## config.mk

```make
export PLATFORM = sky130hd
export DESIGN_NAME = alu8_core
export DESIGN_NICKNAME = d
export VERILOG_FILES = /design/src/rtl/alu8_pkg.sv /design/src/rtl/alu8_adder.sv /design/src/rtl/alu8_bitops.sv /design/src/rtl/alu8_flagreg.sv /design/src/rtl/alu8_core.sv
export SDC_FILE = /design/constraint.sdc
export NUM_CORES = 1
export LEC_CHECK = 0
export BUFFER_PORTS_ARGS = -buffer_cell sky130_fd_sc_hd__buf_4
export CORE_AREA = 4 4 126 128
export DETAILED_ROUTE_END_ITERATION = 10
export DIE_AREA = 0 0 130 132
export SLEW_MARGIN = 10
export SYNTH_ARGS = -nofsm -noshare
export SYNTH_HDL_FRONTEND = slang
export SYNTH_SLANG_ARGS = --single-unit
```

## constraint.sdc

```tcl
create_clock -name clk -period 6.4 [get_ports clk]
set_input_delay 0.96 -clock clk [delete_from_list [all_inputs] [get_ports clk]]
set_output_delay 0.96 -clock clk [all_outputs]
set_load 0.01 [all_outputs]
```

## src/rtl/alu8_pkg.sv

```systemverilog
package alu8_pkg;
  localparam int DATA_W  = 8;
  localparam int NIB_W   = DATA_W / 2;
  localparam int FLAG_N  = 5;
  // flag vector bit positions: {C, DC, OV, Z, N}
  localparam int FL_C  = 4;
  localparam int FL_DC = 3;
  localparam int FL_OV = 2;
  localparam int FL_Z  = 1;
  localparam int FL_N  = 0;

  typedef enum logic [3:0] {
    OP_ADD  = 4'd0,  OP_ADDC = 4'd1,  OP_SUB  = 4'd2,  OP_SUBB = 4'd3,
    OP_NEG  = 4'd4,  OP_COM  = 4'd5,  OP_AND  = 4'd6,  OP_OR   = 4'd7,
    OP_XOR  = 4'd8,  OP_RLNC = 4'd9,  OP_RRNC = 4'd10, OP_RLC  = 4'd11,
    OP_RRC  = 4'd12, OP_SWAP = 4'd13, OP_DAW  = 4'd14, OP_MUL  = 4'd15
  } alu_op_e;

  // Which flags an op is allowed to write, {C, DC, OV, Z, N}
  function automatic logic [FLAG_N-1:0] flag_mask(alu_op_e op);
    case (op)
      OP_ADD, OP_ADDC, OP_SUB, OP_SUBB, OP_NEG: flag_mask = 5'b11111;
      OP_COM, OP_AND, OP_OR, OP_XOR,
      OP_RLNC, OP_RRNC:                         flag_mask = 5'b00011;
      OP_RLC, OP_RRC:                           flag_mask = 5'b10011;
      OP_DAW:                                   flag_mask = 5'b10000;
      default:                                  flag_mask = 5'b00000;
    endcase
  endfunction

  // Packed-BCD correction: returns {carry, adjusted byte}
  function automatic logic [DATA_W:0] dec_adjust(logic [DATA_W-1:0] v,
                                                 logic c_in, logic dc_in);
    logic [DATA_W:0] step1;
    logic [DATA_W:0] step2;
    logic            lo_fix;
    logic            hi_fix;
    lo_fix = (v[NIB_W-1:0] > 4'd9) || dc_in;
    step1  = {1'b0, v} + (lo_fix ? 9'h006 : 9'h000);
    hi_fix = (step1[DATA_W-1:NIB_W] > 4'd9) || c_in || step1[DATA_W];
    step2  = {1'b0, step1[DATA_W-1:0]} + (hi_fix ? 9'h060 : 9'h000);
    dec_adjust = {c_in | step1[DATA_W] | step2[DATA_W], step2[DATA_W-1:0]};
  endfunction
endpackage

```

## src/rtl/alu8_adder.sv

```systemverilog
module alu8_adder #(
  parameter int WIDTH = 8
) (
  input  logic [WIDTH-1:0] a,
  input  logic [WIDTH-1:0] b,
  input  logic             cin,
  output logic [WIDTH-1:0] sum,
  output logic             cout,
  output logic             c_half,
  output logic             c_msb_in
);
  localparam int HALF = WIDTH / 2;

  logic [WIDTH:0] full_sum;
  logic [HALF:0]  low_sum;

  assign full_sum = {1'b0, a} + {1'b0, b} + {{WIDTH{1'b0}}, cin};
  assign low_sum  = {1'b0, a[HALF-1:0]} + {1'b0, b[HALF-1:0]} + {{HALF{1'b0}}, cin};

  assign sum      = full_sum[WIDTH-1:0];
  assign cout     = full_sum[WIDTH];
  assign c_half   = low_sum[HALF];
  assign c_msb_in = full_sum[WIDTH-1] ^ a[WIDTH-1] ^ b[WIDTH-1];
endmodule

```

## src/rtl/alu8_bitops.sv

```systemverilog
module alu8_bitops
  import alu8_pkg::*;
(
  input  alu_op_e           op,
  input  logic [DATA_W-1:0] w,
  input  logic [DATA_W-1:0] f,
  input  logic              cin,
  output logic [DATA_W-1:0] res,
  output logic              cout
);
  always_comb begin
    res  = f;
    cout = cin;
    case (op)
      OP_COM:  res = ~f;
      OP_AND:  res = f & w;
      OP_OR:   res = f | w;
      OP_XOR:  res = f ^ w;
      OP_RLNC: res = {f[DATA_W-2:0], f[DATA_W-1]};
      OP_RRNC: res = {f[0], f[DATA_W-1:1]};
      OP_RLC: begin
        res  = {f[DATA_W-2:0], cin};
        cout = f[DATA_W-1];
      end
      OP_RRC: begin
        res  = {cin, f[DATA_W-1:1]};
        cout = f[0];
      end
      OP_SWAP: res = {f[NIB_W-1:0], f[DATA_W-1:NIB_W]};
      default: res = f;
    endcase
  end
endmodule

```

## src/rtl/alu8_flagreg.sv

```systemverilog
module alu8_flagreg
  import alu8_pkg::*;
(
  input  logic              clk,
  input  logic              rst_n,
  input  logic              we,
  input  logic [FLAG_N-1:0] mask,
  input  logic [FLAG_N-1:0] nxt,
  output logic [FLAG_N-1:0] q
);
  for (genvar i = 0; i < FLAG_N; i++) begin : g_bit
    always_ff @(posedge clk or negedge rst_n) begin
      if (!rst_n)
        q[i] <= 1'b0;
      else if (we && mask[i])
        q[i] <= nxt[i];
    end
  end
endmodule

```

## src/rtl/alu8_core.sv

```systemverilog
module alu8_core
  import alu8_pkg::*;
(
  input  logic       clk,
  input  logic       rst_n,
  input  logic       flag_we,
  input  logic [3:0] op,
  input  logic [7:0] w_in,
  input  logic [7:0] f_in,
  output logic [7:0] result,
  output logic [7:0] prod_hi,
  output logic [7:0] prod_lo,
  output logic       cmp_gt,
  output logic       cmp_eq,
  output logic       cmp_lt,
  output logic       c_flag,
  output logic       dc_flag,
  output logic       ov_flag,
  output logic       z_flag,
  output logic       n_flag
);
  alu_op_e             op_e;
  logic [FLAG_N-1:0]   flags_q;
  logic [FLAG_N-1:0]   flags_nxt;
  logic [DATA_W-1:0]   add_a, add_b, add_sum;
  logic                add_ci, add_co, add_dc, add_c7;
  logic [DATA_W-1:0]   bit_res;
  logic                bit_co;
  logic [DATA_W:0]     daw_out;
  logic [2*DATA_W-1:0] prod_full;
  logic                is_arith;

  assign op_e = alu_op_e'(op);

  // Adder operand steering: subtraction is addition of the inverted W
  always_comb begin
    add_a  = f_in;
    add_b  = w_in;
    add_ci = 1'b0;
    case (op_e)
      OP_ADDC: add_ci = flags_q[FL_C];
      OP_SUB: begin
        add_b  = ~w_in;
        add_ci = 1'b1;
      end
      OP_SUBB: begin
        add_b  = ~w_in;
        add_ci = flags_q[FL_C];
      end
      OP_NEG: begin
        add_a  = '0;
        add_b  = ~f_in;
        add_ci = 1'b1;
      end
      default: ;
    endcase
  end

  alu8_adder #(.WIDTH(DATA_W)) u_adder (
    .a(add_a), .b(add_b), .cin(add_ci),
    .sum(add_sum), .cout(add_co), .c_half(add_dc), .c_msb_in(add_c7)
  );

  alu8_bitops u_bitops (
    .op(op_e), .w(w_in), .f(f_in), .cin(flags_q[FL_C]),
    .res(bit_res), .cout(bit_co)
  );

  assign daw_out   = dec_adjust(w_in, flags_q[FL_C], flags_q[FL_DC]);
  assign prod_full = {{DATA_W{1'b0}}, w_in} * {{DATA_W{1'b0}}, f_in};
  assign is_arith  = (op_e == OP_ADD) || (op_e == OP_ADDC) || (op_e == OP_SUB) ||
                     (op_e == OP_SUBB) || (op_e == OP_NEG);

  always_comb begin
    if (is_arith)
      result = add_sum;
    else if (op_e == OP_DAW)
      result = daw_out[DATA_W-1:0];
    else if (op_e == OP_MUL)
      result = prod_full[DATA_W-1:0];
    else
      result = bit_res;
  end

  always_comb begin
    flags_nxt        = flags_q;
    flags_nxt[FL_Z]  = (result == '0);
    flags_nxt[FL_N]  = result[DATA_W-1];
    if (is_arith) begin
      flags_nxt[FL_C]  = add_co;
      flags_nxt[FL_DC] = add_dc;
      flags_nxt[FL_OV] = add_c7 ^ add_co;
    end else if (op_e == OP_DAW) begin
      flags_nxt[FL_C]  = daw_out[DATA_W];
    end else begin
      flags_nxt[FL_C]  = bit_co;
    end
  end

  alu8_flagreg u_flags (
    .clk(clk), .rst_n(rst_n), .we(flag_we),
    .mask(flag_mask(op_e)), .nxt(flags_nxt), .q(flags_q)
  );

  assign prod_hi = prod_full[2*DATA_W-1:DATA_W];
  assign prod_lo = prod_full[DATA_W-1:0];
  assign cmp_gt  = f_in > w_in;
  assign cmp_eq  = f_in == w_in;
  assign cmp_lt  = f_in < w_in;
  assign c_flag  = flags_q[FL_C];
  assign dc_flag = flags_q[FL_DC];
  assign ov_flag = flags_q[FL_OV];
  assign z_flag  = flags_q[FL_Z];
  assign n_flag  = flags_q[FL_N];
endmodule

```

==> impl_metrics.tcl, run 1 <==
set metrics [dict create \
    setup_viol 0 \
    r2r_slack_ps 2360 \
    p_leak_nw 2.49 \
    syn_avg_cell_area_sq_um 7.37 \
    syn_area_sq_mm 0.00432 \
    gr-total-overflow 0 \
    critPathKind "input pin to primary output" \
    cp-end-kind "primary output" \
    hold_slack_ps 487 \
    synth.area.top_cells "ha_1, fa_1, inv_1" \
    core_sq_mm 0.0149 \
    gp_congestion 0.992 \
    cts_buffer_depth 2 \
    hold_viol_final 0 \
    crit_path_max_fanout 9 \
    die_h_microns 132 \
    die-area_sq_mm 0.0172 \
    grt_use_total_pct 15.8 \
    yosys.area_share.xor_xnor_pct 5.07 \
    drt_iter0_drc 415 \
    synth_most_common_cell "inv_1" \
    tns_ps 0 \
    synth-adder-area-share_pct 38.9 \
    fin_area_sq_mm 0.00507 \
    wire_per_inst_microns 16.9 \
    ys_seq_elements 5 \
    r2r_cells 11 \
    vias 4385 \
    htreeDepth 1 \
    dp_slack_ps 178 \
    final.setup.worst_slack_ps 208 \
    synth_compound_area_share_pct 20.9 \
    antenna_found_initial 0 \
    fin_crit_sh_pct 96.7 \
    synth_top_family_by_area "adder cells" \
    min_to "u_flags.q[2]$_DFFE_PN0P_" \
    clock_sinks 5 \
    syn-instance-count 586 \
    p_per_area_mw_per_mm2 221 \
    finalPower_w 0.00112 \
    grt_pass1_wl_mm 21.9 \
    post_dp_cell_area_sq_mm 0.00498 \
    relSlewSlack_pct 55.8 \
    grt_max_degree 34 \
    area_growth_pct 17.4 \
    drc 0 \
    fin_skew_ps 4.08 \
    outcome "finished, final reports clean" \
    synthesis.nets 719 \
    required_ps 5440 \
    yosys_warnings 0 \
    synth_top_area_cell "ha_1" \
    worst_hold_path_type "flop to flop" \
    dp_hpwl_mm 11.6 \
    seq_area_frac_synth_pct 2.90 \
    drive_above_1_share_pct 15.1 \
    layout_min_cycle_time_ps 6190 \
    holdCritStartpoint "u_flags.q[2]$_DFFE_PN0P_" \
    ir_drop_uv 109 \
    synth_cell_types 65 \
    cap_violations 0 \
    r2r-end "u_flags.q[4]$_DFFE_PN0P_" \
    synthFlopType "dfrtp_1" \
    clock_latency_ps 230 \
    ios 55 \
    reg2reg_from "u_flags.q[3]$_DFFE_PN0P_" \
    grt_pass1_vias 4170 \
    synth_edf_count 0 \
    row_count 45 \
    synthArstFlopShare_pct 100 \
    cts-root-buf "clkbuf_16" \
    postRouteAntennaNets 0 \
    largest_reg_flops 5 \
    synth_top_cell_area_share_pct 20.6 \
    portBuffers 54 \
    n_antenna_cell 0 \
    startpoint_type "input pin" \
    synth-simple-area-share_pct 20.2 \
    worstHoldPathCells 2 \
    max_freq_mhz 162 \
    slew_violations 0 \
    rsz0062_at_grt "yes" \
    worst_ep_arrival_time_ps 5230 \
    synth.mux.area_fraction_pct 1.94 \
    cts_setup_buffers 0 \
    fin_nets 771 \
    top_register "u_flags.q" \
    wl_mm 13.9 \
    firstDrtPassIters 5 \
    clkTransAtPathRegs_ps 30 \
    top_regs "u_flags.q: 5 flops" \
    tritoncts "yes" \
    worst_pin_slew_ps 661 \
    dieWidth_microns 130 \
    ys_top_cells_by_count "inv_1, ha_1, nor2_1" \
    floorplan.initialDensity_pct 29.1 \
    vias_per_cell 5.32 \
    cts_made_buffers 3 \
]
-- where the power goes --
group	total, W	switching [W]	internal [W]
clock	0.000103	0.0000206	0.0000826
combinational	0.000970	0.000517	0.000453
sequential	0.0000510	0.0000107	0.0000403
-- logic make-up after synthesis --
logic type	Yosys count
muxes	8
and+or+nand+nor	195
DFF	5
adders and majority gates	111
AOI/OAI and AO/OA	136
buffers and inverters	106
xor gates and xnor gates	25
-- worst max-delay path by stage --
stage                 start          to  depth (start not counted)
floorplan           f_in[2]  prod_hi[7]                         16
global placement    f_in[4]  prod_hi[7]                         18
detailed placement  f_in[3]  prod_hi[7]                         21
CTS                 f_in[3]  prod_hi[7]                         21
global route        f_in[3]  prod_hi[6]                         20
finish              f_in[4]  prod_hi[6]                         17
-- per-layer routing --
layer / global-route usage, % / part of all wire [%] / vias to the layer above
li1: - / - / 2099
met2: 23.2 / 44 / 183
met1: 23.3 / 45 / 2067
met4: 5.43 / 3.9 / 0
met5: 0 / 0 / -
met3: 2.35 / 7.2 / 36
-- layout by cell type (no fill, tap or decap), drive strengths merged, types with 4 or more instances in the layout --
master | netlist | final
buf | 14 | 77
nor2 | 69 | 69
o211ai | 7 | 7
xnor2 | 18 | 18
mux2i | 5 | 5
a21oi | 27 | 27
dfrtp | 5 | 5
o41ai | 4 | 4
or2 | 5 | 5
nor2b | 9 | 9
o21ai | 39 | 39
nand2 | 65 | 65
xor2 | 7 | 7
o21a | 6 | 6
o22ai | 8 | 8
inv | 72 | 72
a31oi | 7 | 7
nand2b | 5 | 5
nand3 | 12 | 12
nor3 | 10 | 10
and2 | 6 | 6
fa | 39 | 39
a22oi | 4 | 4
o221ai | 4 | 4
ha | 71 | 71
clkbuf | 16 | 4
-- area by class of cell --
cell class	instances	area, sq um
Timing Repair Buffer	77	578
Fill cell	1634	9790
Clock buffer	4	78.8
Tap cell	188	235
Multi-Input combinational cell	475	3770
Sequential cell	5	125
Inverter	76	289
-- per-stage QoR --
| step | util, % | instances |
|---|---|---|
| global route | 34.1 | 825 |
| floorplan | - | 586 |
| global placement | 33.5 | 821 |
| detailed placement | 33.5 | 821 |
| finish | 34.1 | 825 |
| CTS | 34.0 | 825 |
-- worst max-delay path, stage by stage --
cell	delay, ps
buf_4	110
buf_4	160
ha_1	200
inv_1	80
fa_1	530
inv_1	50
fa_1	460
fa_1	510
fa_1	490
ha_1	320
buf_4	150
a21oi_1	190
a21oi_1	100
a311o_1	310
o41ai_1	310
xnor2_1	180
buf_4	150
-- what timing repair did --
item,4_1_cts,5_1_grt
resized for setup,0,3
setup endpoints to repair,0,3
hold buffers,0,0
(Power assumes the default switching activity.)
==> run 2, diff against run 1 <==
- clock period: 6.4 -> 5.5 ns (I/O delays scaled with it)
==> run 2 against run 1 <==
Effect of this change: the flow now finishes with violations (negative setup slack); wire length is 7.5% higher; clock power up 16%; setup slack got worse by 260 ps; combinational power rose by 42%; flip-flop and latch count unchanged; total power rose by 39%; critical path type unchanged; highest routed layer unchanged.
==> impl_metrics.tcl, run 2 (synthesis results as in run 1) <==
set metrics [dict create \
    outcome "complete, but fails checks" \
    r2r_cells 11 \
    p_per_area_mw_per_mm2 270 \
    drc 0 \
    core_sq_mm 0.0149 \
    cts_buffer_depth 2 \
    wire_per_inst_microns 17.0 \
    grt_max_degree 28 \
    path_cells "buf_12 -> clkinv_8 -> nor2_4 -> fa_2 -> fa_1 -> inv_2 -> fa_1 -> fa_1 -> inv_2 -> ha_4 -> o21a_1 -> o21a_1 -> o41ai_4 -> o21ai_2 -> o41a_1 -> xnor2_2 -> buf_4" \
    portBuffers 54 \
    worst_hold_path_type "input pin to asynchronous set/reset pin" \
    firstDrtPassIters 5 \
    layout_min_cycle_time_ps 5550 \
    worst_ep_arrival_time_ps 4730 \
    die-area_sq_mm 0.0172 \
    dp_hpwl_mm 12.4 \
    ir_drop_uv 155 \
    final.setup.worst_slack_ps -51.1 \
    p_comb_share_pct 88.6 \
    postRouteAntennaNets 0 \
    clkTransAtPathRegs_ps 30 \
    max_freq_mhz 180 \
    floorplan.initialDensity_pct 29.1 \
    dp_slack_ps -345 \
    power_frac_clock_pct 7.6 \
    cp_common_cell "fa_1" \
    row_count 45 \
    swShare_pct 45.3 \
    antenna_found_initial 0 \
    hold_buffers 0 \
    intPower_w 0.000852 \
    cap_violations 0 \
    cp-end-kind "primary output" \
    cts_made_buffers 3 \
    grt_use_total_pct 17.2 \
    slew_violations 0 \
    fin_nets 830 \
    drt_iter0_drc 477 \
    tritoncts "yes" \
    grt_pass1_wl_mm 23.7 \
    wl_mm 15.0 \
    gr-total-overflow 0 \
    htreeDepth 1 \
    hold_viol_final 0 \
    die_h_microns 132 \
    worst_path_max_delay_cell "fa_1" \
    cts-root-buf "clkbuf_16" \
    gp_congestion 0.977 \
    startpoint_type "input pin" \
    critPathKind "input pin to primary output" \
    dieWidth_microns 130 \
    area_growth_pct 33.6 \
    ios 55 \
    layout_common_cells "buf_4, nand2_1, ha_1, inv_1, nor2_1" \
    hold_slack_ps 393 \
    drive_above_1_share_pct 28.0 \
    grt_pass1_vias 4410 \
    p_leak_nw 2.83 \
    fin_skew_ps 3.30 \
    vias 4598 \
    p_sw_w 0.000705 \
    setup_viol 2 \
    top_register "u_flags.q" \
    failed_checks "negative setup slack" \
    crit_path_max_fanout 4 \
    worst_pin_slew_ps 585 \
    vias_per_cell 5.20 \
    slowest_delay_ps 540 \
    rsz0062_at_grt "yes" \
    final_common_cell "buf_4" \
    relSlewSlack_pct 60.8 \
    fin_crit_sh_pct 101 \
    required_ps 4680 \
    clock_latency_ps 230 \
    pwr-share-seq_pct 3.7 \
    top_regs "u_flags.q: 5 flops" \
    largest_reg_flops 5 \
    clock_sinks 5 \
    n_antenna_cell 0 \
]
==> run 2: cell types whose count changed in the layout (fill, tap and decap cells not counted), moves of 3 or more <==
cell    delta
nor2_2     +4
ha_2       +4
ha_1       -8
fa_1       -3
fa_2       +3
buf_6      +6
nor2_4     +4
inv_2      +7
ha_4       +4
inv_1     -11
nor2_1     -8
buf_4     +50
==> run 2: routing by layer <==
metal	routed length (microns)	track usage [%]
met5	0	0
met2	6840	26.9
met3	1040	2.07
met1	6670	25.0
met4	449	4.50
==> run 2: cell type report <==
| cell class | count | area, sq um |
|---|---|---|
| Tap cell | 188 | 235 |
| Inverter | 76 | 325 |
| Fill cell | 1596 | 9090 |
| Multi-Input combinational cell | 475 | 3940 |
| Timing Repair Buffer | 136 | 1080 |
| Sequential cell | 5 | 125 |
| Clock buffer | 4 | 78.8 |
==> run 2: path summary, 6_finish.rpt <==
check / startpoint / to / slack [ps]
max reg2reg: u_flags.q[3]$_DFFE_PN0P_ / u_flags.q[4]$_DFFE_PN0P_ / 1690
min: rst_n / u_flags.q[0]$_DFFE_PN0P_ / 390
max in group asynchronous: rst_n / u_flags.q[3]$_DFFE_PN0P_ / 5000
min in group clk: u_flags.q[1]$_DFFE_PN0P_ / u_flags.q[1]$_DFFE_PN0P_ / 490
min reg2reg: u_flags.q[1]$_DFFE_PN0P_ / u_flags.q[1]$_DFFE_PN0P_ / 490
max: w_in[3] / prod_hi[7] / -50
==> run 2: stage by stage <==
stage | util [%] | instance area, sq um | std cells | setup TNS, ps | total power [W]
final | 38.9 | 5780 | 884 | -73.2 | 0.00156
after floorplan | - | 4340 | 586 | 0 | 0.000780
after global routing | 38.9 | 5780 | 884 | -504 | 0.00171
after global placement | 36.0 | 5360 | 869 | -776 | 0.00130
after CTS | 38.0 | 5650 | 877 | -173 | 0.00152
after detailed placement | 36.0 | 5360 | 869 | -1090 | 0.00131
==> run 2: power by group through the flow <==
stage,sequential [W],clock [W],combinational [W]
floorplan,0.0000588,0,0.000721
global placement,0.0000593,0,0.00124
detailed placement,0.0000589,0,0.00125
CTS,0.0000584,0.000121,0.00134
global route,0.0000597,0.000123,0.00152
finish,0.0000583,0.000119,0.00138
==> run 2: repair_timing <==
item / in CTS / in global routing
endpoints found under the hold margin: 0 / 0
endpoints found under the setup margin: 5 / 5
gates resized for setup: 48 / 25
buffers inserted: 4 / 7
pin swaps: 24 / 21
==> run 2: worst max-delay path, delay by kind of cell <==
kind                     cells  cell delay, ps
adder cells (fa/ha/maj)      5            2110
AO/OA/AOI/OAI                5            1190
buffers and inverters        5             400
XOR/XNOR                     1             140
AND/OR/NAND/NOR              1              30
==> run 3, diff against run 2 <==
- RECOVER_POWER: default -> 100
==> run 3 against run 2 <==
Effect of this change: global-route usage unchanged; sequential share of layout area about the same; register-to-register slack worse by 110 ps; the flow still finishes with violations (negative setup slack); clock power about the same; count of clock-buffer cells in the layout unchanged; setup slack better by 0.76 ps; non-clock buffer count unchanged; maximum frequency about the same; clock skew about the same; die area unchanged; flip-flop and latch count unchanged; largest power group unchanged.
==> impl_metrics.tcl, run 3 (synthesis results as in run 1) <==
set metrics [dict create \
    drc 0 \
    grt_pass1_vias 4410 \
    rsz0062_at_grt "yes" \
    hold_slack_ps 448 \
    row_count 45 \
    worst_pin_slew_ps 1200 \
    setup_viol 2 \
    tritoncts "yes" \
    n_antenna_cell 0 \
    wire_per_inst_microns 17.0 \
    path_buf_inv 5 \
    dp_slack_ps -345 \
    die_h_microns 132 \
    vias_per_cell 5.26 \
    clkTransAtPathRegs_ps 30 \
    grt_use_total_pct 17.2 \
    drt_iter0_drc 442 \
    ir_drop_uv 141 \
    path_cells "buf_12 -> clkinv_8 -> nor2_4 -> fa_2 -> fa_1 -> inv_2 -> fa_1 -> fa_1 -> inv_2 -> ha_4 -> o21a_1 -> o21a_1 -> o41ai_4 -> o21ai_2 -> o41a_1 -> xnor2_2 -> buf_4" \
    portBuffers 54 \
    gr-total-overflow 0 \
    dp_hpwl_mm 12.4 \
    fin_skew_ps 3.21 \
    crit_path_max_fanout 4 \
    antenna_found_initial 0 \
    critPathKind "input pin to primary output" \
    cts_made_buffers 3 \
    largest_reg_flops 5 \
    cp-end-kind "primary output" \
    slowest_delay_ps 540 \
    vias 4650 \
    worst_hold_path_type "input pin to asynchronous set/reset pin" \
    final.setup.worst_slack_ps -50.3 \
    cap_violations 0 \
    die-area_sq_mm 0.0172 \
    fin_crit_sh_pct 101 \
    hold_viol_final 0 \
    fin_nets 830 \
    r2r-end "u_flags.q[4]$_DFFE_PN0P_" \
    top_register "u_flags.q" \
    r2r_cells 11 \
    core_sq_mm 0.0149 \
    drive_above_1_share_pct 25.1 \
    cts_buffer_depth 2 \
    firstDrtPassIters 5 \
    r2r_slack_ps 1580 \
    gp_congestion 0.977 \
    clock_sinks 5 \
    required_ps 4680 \
    cp_common_cell "fa_1" \
    outcome "complete, but fails checks" \
    max_freq_mhz 180 \
    failed_checks "negative setup slack" \
    p_leak_nw 2.75 \
    grt_max_degree 28 \
    reg2reg_from "u_flags.q[3]$_DFFE_PN0P_" \
    startpoint_type "input pin" \
    final_common_cell "buf_4" \
    floorplan.initialDensity_pct 29.1 \
    layout_min_cycle_time_ps 5550 \
    ios 55 \
    worst_path_max_delay_cell "fa_1" \
    area_growth_pct 31.7 \
    dieWidth_microns 130 \
    hold_buffers 0 \
    relSlewSlack_pct 20.2 \
    slew_violations 0 \
    grt_pass1_wl_mm 23.7 \
    p_per_area_mw_per_mm2 267 \
    wl_mm 15.0 \
    htreeDepth 1 \
    clock_latency_ps 230 \
    critPathTopFamily "adder cells" \
    postRouteAntennaNets 0 \
    layout_common_cells "buf_4, nand2_1, ha_1, inv_1, nor2_1" \
    worst_ep_arrival_time_ps 4730 \
    top_regs "u_flags.q: 5 flops" \
    cts-root-buf "clkbuf_16" \
]
==> run 3: cell types whose count changed in the layout (fill, tap and decap cells not counted) <==
cell / delta
buf_4: -20
a2111oi_0: +1
o41ai_1: +1
clkbuf_1: +19
o41ai_2: -1
and2_1: -1
clkbuf_2: +1
and2_0: +1
a2111oi_1: -1
==> run 3: metal layers <==
metal / up-vias / track usage, % / share of wire [%]
li1: 2219 / - / -
met2: 214 / 26.9 / 45
met1: 2185 / 25.0 / 44
met5: - / 0 / 0
met4: 0 / 4.50 / 3.2
met3: 32 / 2.07 / 8.1
==> run 3: worst max path at each step <==
stage | start | end | slack, ps | cells past startpoint
2_1_floorplan | f_in[2] | prod_hi[7] | 3 | 16
3_3_place_gp | w_in[1] | prod_hi[6] | -290 | 17
3_5_place_dp | w_in[1] | prod_hi[6] | -350 | 17
4_1_cts | w_in[3] | prod_hi[7] | -100 | 17
5_1_grt | w_in[3] | prod_hi[6] | -190 | 18
6_report | w_in[3] | prod_hi[7] | -50 | 17
==> run 3: final cells by class <==
class                      count  area, sq um
fill                        1614         9170
multi-input combinational    475         3930
timing repair buffer         136         1000
inverter                      76          325
tap                          188          235
sequential                     5          125
clock buffer                   4         78.8
==> run 3: through the flow <==
step                area, sq um  power (W)  TNS [ps]  instances  util [%]
CTS                        5650    0.00152      -173        877      38.0
finish                     5690    0.00152     -73.6        884      38.3
floorplan                  4340   0.000780         0        586         -
global placement           5360    0.00130      -776        869      36.0
detailed placement         5360    0.00131     -1090        869      36.0
global route               5690    0.00167      -908        884      38.3
==> run 3: timing repair <==
| action | 4_1_cts | 5_1_grt |
|---|---|---|
| pin swaps | 24 | 21 |
| setup endpoints to repair | 5 | 5 |
| resized for setup | 48 | 25 |
| buffers inserted | 4 | 7 |
==> run 3: report_power, final <==
part	internal (W)	leakage (nW)	total, W	switching, W
combinational	0.000674	2.65	0.00134	0.000670
sequential	0.0000470	0.0622	0.0000581	0.0000112
clock	0.0000960	0.0382	0.000119	0.0000229
total	0.000817	2.75	0.00152	0.000704
